[config.mk]
export PLATFORM = sky130hd
export DESIGN_NAME = xl_tlb
export DESIGN_NICKNAME = d
export VERILOG_FILES = /design/src/rtl/xl_pkg.sv /design/src/rtl/xl_entry.sv /design/src/rtl/xl_match.sv /design/src/rtl/xl_victim.sv /design/src/rtl/xl_tlb.sv
export SDC_FILE = /design/constraint.sdc
export NUM_CORES = 2
export LEC_CHECK = 0
export BUFFER_PORTS_ARGS = -buffer_cell sky130_fd_sc_hd__buf_2
export CAP_MARGIN = 20
export CORE_MARGIN = 5
export CORE_UTILIZATION = 31
export CTS_BUF_LIST = sky130_fd_sc_hd__clkbuf_2
export CTS_CLUSTER_DIAMETER = 30
export DETAILED_ROUTE_END_ITERATION = 6
export PLACE_DENSITY = 0.47
export REMOVE_ABC_BUFFERS = 1
export SETUP_SLACK_MARGIN = 0.3
export SLEW_MARGIN = 20
export SYNTH_ARGS = -nofsm -noshare
export SYNTH_HDL_FRONTEND = slang
export SYNTH_SLANG_ARGS = --single-unit
[constraint.sdc]
create_clock -name clk -period 18.3 [get_ports clk]
set_clock_uncertainty 0.2 [all_clocks]
set_input_delay 1.83 -clock clk [delete_from_list [all_inputs] [get_ports clk]]
set_output_delay 1.83 -clock clk [all_outputs]
set_load 0.005 [all_outputs]
[src/rtl/xl_pkg.sv]
package xl_pkg;
  parameter int unsigned XL_OFF_W = 12;
  parameter int unsigned XL_VPN_W = 20;
  parameter int unsigned XL_PPN_W = 20;
  parameter int unsigned XL_VA_W  = XL_VPN_W + XL_OFF_W;
  parameter int unsigned XL_PA_W  = XL_PPN_W + XL_OFF_W;

  typedef struct packed {
    logic [XL_VPN_W-1:0] vpn;
    logic [XL_PPN_W-1:0] ppn;
    logic                rd_ok;
    logic                wr_ok;
  } xl_map_t;

  typedef enum logic [1:0] {
    PICK_MATCH = 2'd0,
    PICK_FREE  = 2'd1,
    PICK_COLD  = 2'd2,
    PICK_WRAP  = 2'd3
  } xl_pick_t;
endpackage

[src/rtl/xl_entry.sv]
module xl_entry
  import xl_pkg::*;
(
  input  logic    clk,
  input  logic    rst_n,
  input  logic    flush,
  input  logic    load,
  input  logic    clr_ref,
  input  logic    touch,
  input  logic    wtouch,
  input  xl_map_t map_in,
  output logic    live_q,
  output logic    dirty_q,
  output logic    refd_q,
  output xl_map_t map_q
);
  logic live_d;
  logic dirty_d;
  logic refd_d;

  always_comb begin
    live_d  = live_q;
    dirty_d = dirty_q;
    refd_d  = refd_q;
    if (flush) begin
      live_d  = 1'b0;
      dirty_d = 1'b0;
      refd_d  = 1'b0;
    end else if (load) begin
      live_d  = 1'b1;
      dirty_d = 1'b0;
      refd_d  = 1'b0;
    end else begin
      refd_d  = (refd_q & ~clr_ref) | touch;
      dirty_d = dirty_q | wtouch;
    end
  end

  always_ff @(posedge clk or negedge rst_n) begin
    if (!rst_n) begin
      live_q  <= 1'b0;
      dirty_q <= 1'b0;
      refd_q  <= 1'b0;
    end else begin
      live_q  <= live_d;
      dirty_q <= dirty_d;
      refd_q  <= refd_d;
    end
  end

  always_ff @(posedge clk) begin
    if (load) begin
      map_q <= map_in;
    end
  end

  AST_DIRTY_SET: assert property (@(posedge clk) disable iff (!rst_n)
    (wtouch && !flush && !load) |=> dirty_q);
  AST_REF_SET: assert property (@(posedge clk) disable iff (!rst_n)
    (touch && !flush && !load) |=> refd_q);
  AST_FLUSH_CLEARS: assert property (@(posedge clk) disable iff (!rst_n)
    flush |=> (!live_q && !dirty_q && !refd_q));
endmodule

[src/rtl/xl_match.sv]
module xl_match #(
  parameter int unsigned N     = 64,
  parameter int unsigned W     = 20,
  localparam int unsigned IDXW = $clog2(N)
) (
  input  logic [N-1:0]        live,
  input  logic [N-1:0][W-1:0] keys,
  input  logic [W-1:0]        probe,
  output logic                hit,
  output logic [N-1:0]        vec,
  output logic [IDXW-1:0]     idx
);
  for (genvar g = 0; g < N; g++) begin : g_cmp
    assign vec[g] = live[g] && (keys[g] == probe);
  end

  assign hit = |vec;

  always_comb begin
    idx = '0;
    for (int i = N - 1; i >= 0; i--) begin
      if (vec[i]) begin
        idx = IDXW'(i);
      end
    end
  end
endmodule

[src/rtl/xl_victim.sv]
module xl_victim
  import xl_pkg::*;
#(
  parameter int unsigned N     = 64,
  localparam int unsigned IDXW = $clog2(N)
) (
  input  logic [N-1:0]    live,
  input  logic [N-1:0]    refd,
  input  logic            dup_hit,
  input  logic [IDXW-1:0] dup_idx,
  output logic [IDXW-1:0] idx,
  output logic            clr_all
);
  logic [IDXW-1:0] free_idx;
  logic [IDXW-1:0] cold_idx;
  logic            any_free;
  logic            any_cold;
  xl_pick_t        pick;

  always_comb begin
    free_idx = '0;
    cold_idx = '0;
    for (int i = N - 1; i >= 0; i--) begin
      if (!live[i]) begin
        free_idx = IDXW'(i);
      end
      if (!refd[i]) begin
        cold_idx = IDXW'(i);
      end
    end
  end

  assign any_free = ~&live;
  assign any_cold = ~&refd;

  always_comb begin
    if (dup_hit) begin
      pick = PICK_MATCH;
    end else if (any_free) begin
      pick = PICK_FREE;
    end else if (any_cold) begin
      pick = PICK_COLD;
    end else begin
      pick = PICK_WRAP;
    end
  end

  always_comb begin
    case (pick)
      PICK_MATCH: idx = dup_idx;
      PICK_FREE:  idx = free_idx;
      PICK_COLD:  idx = cold_idx;
      default:    idx = '0;
    endcase
  end

  assign clr_all = (pick == PICK_WRAP);
endmodule

[src/rtl/xl_tlb.sv]
module xl_tlb
  import xl_pkg::*;
#(
  parameter int unsigned N_ENTRIES = 64,
  localparam int unsigned IDXW     = $clog2(N_ENTRIES)
) (
  input  logic                clk,
  input  logic                rst_n,
  input  logic                lk_req,
  input  logic [XL_VA_W-1:0]  lk_vaddr,
  input  logic                lk_write,
  output logic                lk_hit,
  output logic [XL_PA_W-1:0]  lk_paddr,
  output logic                lk_fault,
  output logic                lk_dirty,
  input  logic                rf_req,
  input  logic [XL_VPN_W-1:0] rf_vpn,
  input  logic [XL_PPN_W-1:0] rf_ppn,
  input  logic                rf_rd_ok,
  input  logic                rf_wr_ok,
  input  logic                flush_all
);
  logic [N_ENTRIES-1:0]               live;
  logic [N_ENTRIES-1:0]               dirty;
  logic [N_ENTRIES-1:0]               refd;
  logic [N_ENTRIES-1:0][XL_VPN_W-1:0] tags;
  xl_map_t                            map_q [N_ENTRIES];

  logic                 lk_any;
  logic [N_ENTRIES-1:0] lk_vec;
  logic [IDXW-1:0]      lk_idx;
  logic                 rf_any;
  logic [N_ENTRIES-1:0] rf_vec;
  logic [IDXW-1:0]      rf_idx;
  logic [IDXW-1:0]      vic_idx;
  logic                 vic_clr;

  logic                 lk_match;
  logic                 lk_deny;
  logic                 lk_ok;
  logic                 rf_go;
  xl_map_t              hit_map;
  xl_map_t              new_map;

  // One slot per entry, each with its own status next-state logic
  for (genvar g = 0; g < N_ENTRIES; g++) begin : g_slot
    logic load_g;
    logic touch_g;
    assign load_g  = rf_go && (vic_idx == IDXW'(g));
    assign touch_g = lk_ok && lk_vec[g];

    xl_entry i_entry (
      .clk     (clk),
      .rst_n   (rst_n),
      .flush   (flush_all),
      .load    (load_g),
      .clr_ref (rf_go && vic_clr),
      .touch   (touch_g),
      .wtouch  (touch_g && lk_write),
      .map_in  (new_map),
      .live_q  (live[g]),
      .dirty_q (dirty[g]),
      .refd_q  (refd[g]),
      .map_q   (map_q[g])
    );

    assign tags[g] = map_q[g].vpn;
  end

  xl_match #(.N(N_ENTRIES), .W(XL_VPN_W)) i_lk_match (
    .live  (live),
    .keys  (tags),
    .probe (lk_vaddr[XL_VA_W-1:XL_OFF_W]),
    .hit   (lk_any),
    .vec   (lk_vec),
    .idx   (lk_idx)
  );

  xl_match #(.N(N_ENTRIES), .W(XL_VPN_W)) i_rf_match (
    .live  (live),
    .keys  (tags),
    .probe (rf_vpn),
    .hit   (rf_any),
    .vec   (rf_vec),
    .idx   (rf_idx)
  );

  xl_victim #(.N(N_ENTRIES)) i_victim (
    .live    (live),
    .refd    (refd),
    .dup_hit (rf_any),
    .dup_idx (rf_idx),
    .idx     (vic_idx),
    .clr_all (vic_clr)
  );

  // Lookup path, purely combinational on the registered contents
  always_comb begin
    hit_map  = map_q[lk_idx];
    lk_match = lk_req && lk_any;
    lk_deny  = lk_write ? !hit_map.wr_ok : !hit_map.rd_ok;
    lk_ok    = lk_match && !lk_deny;
  end

  always_comb begin
    new_map.vpn   = rf_vpn;
    new_map.ppn   = rf_ppn;
    new_map.rd_ok = rf_rd_ok;
    new_map.wr_ok = rf_wr_ok;
  end

  assign rf_go = rf_req && !flush_all;

  assign lk_hit   = lk_match;
  assign lk_fault = lk_match && lk_deny;
  assign lk_dirty = lk_match && dirty[lk_idx];
  assign lk_paddr = lk_match ? {hit_map.ppn, lk_vaddr[XL_OFF_W-1:0]} : '0;

  AST_ONE_LK_MATCH: assert property (@(posedge clk) disable iff (!rst_n)
    $onehot0(lk_vec));
  AST_ONE_RF_MATCH: assert property (@(posedge clk) disable iff (!rst_n)
    $onehot0(rf_vec));
  AST_FAULT_ON_HIT: assert property (@(posedge clk) disable iff (!rst_n)
    lk_fault |-> lk_hit);
  AST_MISS_QUIET: assert property (@(posedge clk) disable iff (!rst_n)
    !lk_hit |-> (lk_paddr == '0 && !lk_dirty && !lk_fault));
  AST_OFFSET_KEPT: assert property (@(posedge clk) disable iff (!rst_n)
    lk_hit |-> (lk_paddr[XL_OFF_W-1:0] == lk_vaddr[XL_OFF_W-1:0]));
  AST_FLUSH_EMPTY: assert property (@(posedge clk) disable iff (!rst_n)
    flush_all |=> !lk_hit);
  AST_REFILL_PRESENT: assert property (@(posedge clk) disable iff (!rst_n)
    (rf_req && !flush_all) |=> (live != '0));
endmodule

==> metrics <==
run status=completed; simple-gate share of the synthesized area=0.131; Die Span X=695 um; number of max-capacitance violations reported=0; crit-path max cell delay=850 ps; CP max-delay cell=a31oi_1; fraction of the yosys area taken by sequential cells=0.589; vias per std cell=5.64; Total Wirelength=603 mm; Post-Synthesis Cells=11380; launch point of the worst hold path=g_slot[16].i_entry.live_q; CTS Hold Bufs=83; kind of capture point of the worst setup path=output port; relative contribution of the clock network to total power=0.392; Seq cells post-synth=2880; Worst Setup SP=lk_vaddr[31]; GRT Residual Overflow=0; main combinational cell family by area after synthesis=XOR/XNOR gates; Power per Cell Area=82.7 nW/um2; Worst Tran Pin Value=1250 ps; maximum number of pins on one net before global-route repair=134; final-layout worst hold slack=289 ps; root buf cell=clkbuf_2; placed cell area=154000 um2; data arrival time of the critical path=11460 ps; count of endpoints failing setup in the final report=0; met1 layer wirelength in the final routing=253 mm; CP Launch Type=input pin; Peak supply drop=0.0592 mV; yosys synthesis warning count=0; amount of wire on met2 after detailed routing=271 mm; post-route clock period utilization=0.737; CTS sink cnt=2880; final-stage net count=12118; clk_lat worst skew=2510 ps; min cycle time layout=13490 ps; combinational cell fraction of total power=0.073; Detailed Routing Iterations Pass 1=6; headroom to the max-slew limit=0.162; netlist area before placement=145000 um2; Boundary Pins=115; fillcell total=46129; share of cell area taken by muxes after synthesis=0.0316; Post-Synthesis Mean Instance Area=12.8 um2; clock transition at the registers of the reported paths=90 ps; post-synthesis compound-gate area fraction=0.0674; area share of the leading cell type in the synthesized netlist=0.556; final non-filler cell area=163000 um2; total routing usage reported by global routing=0.241; clock tree from TritonCTS=built; Gates resized, CTS repair=0; number of synthesized flops with an enable pin=2688; number of hold violations in the final report=0; placer's final routability congestion estimate=0.955; core area=467000 um2; cell types occupying the most area after synthesis=edfxtp_1 (56%), xnor2_1 (12%), nand4_1 (4.4%); clock buffer count from CTS=823; switching power as a share of total power=0.274; met3 layer wire length in the routed design=46.6 mm; most used flip-flop cell after synthesis=edfxtp_1; DRC errors left=0; final routed wire length divided by cell count=31.9 um; Tightest Hold Check Type=register to register; antenna violations before repair=39; internal power consumption=0.00977 W; Sw Pwr=0.00369 W; number of global-route vias before repair=106434; buffer levels on the longest clock path=4; Reg2Reg Setup Slack=10110 ps; antenna-violating nets left=0; die height=695 um; total via count after detailed routing=106631; # rows=251; First DRT Iteration DRCs=10863; Die Footprint=482000 um2; top layer in use=met4; XOR/XNOR Fraction of Synth Area=0.155; half-perimeter wire length after detailed placement=370 mm; Max Fclk=74.1 MHz; H-tree depth=6; WS Path Type=input pin to output port; layout overhead on the synthesized area=12.0%; startpoint of the worst-slack reg-to-reg timing path=g_slot[53].i_entry.map_q[23]; max-slew violation count=0; wire length of the first global-routing pass=830 mm; starting density of the core=0.311; number of distinct library cell variants in the gate-level netlist after synthesis=93; area leader, netlist=edfxtp_1; biggest fanout along the worst timing path=65; Cell Chain, Critical Path=dlygate4sd3_1, buf_6, buf_12, xnor2_1, nand4_1, or4_1, or2_1, a221o_1, a221oi_1, o211ai_1, a221oi_4, buf_6, buf_4, mux2_2, a221o_1, a21oi_1, o22ai_1, nor3_2, buf_4, o21ai_0, a31oi_1, buf_2; async set-or-reset flop fraction in the synthesized netlist=0.0667; unrepaired setup endpoints after global routing=false; total setup buffers inserted after CTS=0; count of buffers inserted at the top-level ports=114; static power due to leakage=50.3 nW; synthesized-area fraction occupied by adder cells=0; Worst Path Required=16270 ps; share of power burned in registers=0.535; fraction of final layout cells with drive strength greater than 1=0.158
-- kinds of logic (layout without fill, tap and decap cells) --
group,Yosys count,after routing
multiplexers,457,457
flip-flops,2880,2880
other,0,18
XOR/XNOR,2568,2568
buffers and inverters,757,2073
AND/OR/NAND/NOR,3327,3327
AO/OA/AOI/OAI,1391,1391
-- critical path, delay by kind of cell --
family | cells | cell delay, ps
buffers and inverters | 7 | 3380
and+or+nand+nor | 4 | 1260
xor gates and xnor gates | 1 | 220
AOI/OAI and AO/OA | 9 | 3760
muxes | 1 | 420
-- flip-flops by register name (all words and copies together) (netlist names) --
name,cells
g_slot.i_entry.refd_q,64
g_slot.i_entry.dirty_q,64
g_slot.i_entry.map_q,2688
g_slot.i_entry.live_q,64
-- power groups by stage --
stage / Combinational, W / Clock (W) / Sequential [W]
CTS: 0.000970 / 0.00546 / 0.00720
global route: 0.00102 / 0.00581 / 0.00721
floorplan: 0.000389 / 0 / 0.00735
detailed placement: 0.000945 / 0 / 0.00735
finish: 0.000985 / 0.00528 / 0.00720
global placement: 0.000945 / 0 / 0.00735
-- cell usage after synthesis (34+ instances only) --
cell type and count:
a211oi_1 585, a21o_1 70, a21oi_1 254, a31oi_1 107
and2_0 121, and2_1 153, and4_1 41, buf_1 78
buf_2 180, buf_4 118, clkbuf_1 269, dfrtp_1 192
edfxtp_1 2688, inv_1 71, mux2i_1 441, nand2_1 557
nand3_1 331, nand4_1 1021, nand4b_1 56, nor2_1 171
nor3_1 71, nor3b_1 104, nor4_1 414, nor4b_1 34
o21ai_0 81, or2_2 121, xnor2_1 2073, xor2_1 493
-- metrics by stage --
stage,setup TNS [ps],power (W),util,worst slack (ps),std cells
after global placement,0,0.00830,0.328,4940,17327
after detailed placement,0,0.00830,0.329,5310,17328
after floorplan,-1223980,0.00774,-,-11490,10694
after global routing,0,0.0140,0.348,4600,18899
after CTS,0,0.0136,0.348,4820,18894
final,0,0.0135,0.348,4810,18912
-- cell usage in the layout (no fill, tap or decap), drive strengths merged, types with 56 or more instances in the layout --
master and count:
inv 83, and2 274, clkbuf 1138, dfrtp 192, buf 417, nor2 172
nand4 1021, clkinv 299, edfxtp 2688, o21ai 86, nor3 71, a31oi 107
mux2i 441, or2 122, nand3 331, nor4 414, a211oi 585, xnor2 2075
nor3b 104, nand4b 56, xor2 493, dlygate4sd3 82, a21oi 255, a21o 70
nand2 557
-- worst paths after layout --
| kind | end | depth (start not counted) |
|---|---|---|
| max | lk_fault | 22 |
| min | g_slot[16].i_entry.live_q | 1 |
| max reg2reg | g_slot[63].i_entry.refd_q | 17 |
| min reg2reg | g_slot[16].i_entry.live_q | 1 |
| max in group asynchronous | g_slot[12].i_entry.dirty_q | 5 |
| min in group asynchronous | g_slot[54].i_entry.live_q | 4 |
-- metal layers --
| metal | vias to the layer above | GRT usage |
|---|---|---|
| met5 | - | 0 |
| met4 | 0 | 0.115 |
| met3 | 1310 | 0.0430 |
| met2 | 5635 | 0.379 |
| met1 | 54449 | 0.322 |
| li1 | 45237 | - |
-- cell type report --
type,instances,area (um2),share of cell area
Clock buffer,1118,5600,0.0344
Tap cell,6198,7750,0.0476
Clock inverter,365,2730,0.0168
Inverter,71,273,0.00168
Antenna cell,18,45.0,0.000277
Sequential cell,2880,85500,0.525
Multi-Input combinational cell,7743,56600,0.347
Timing Repair Buffer,519,4300,0.0264
Power figures use the tool's default switching activity.
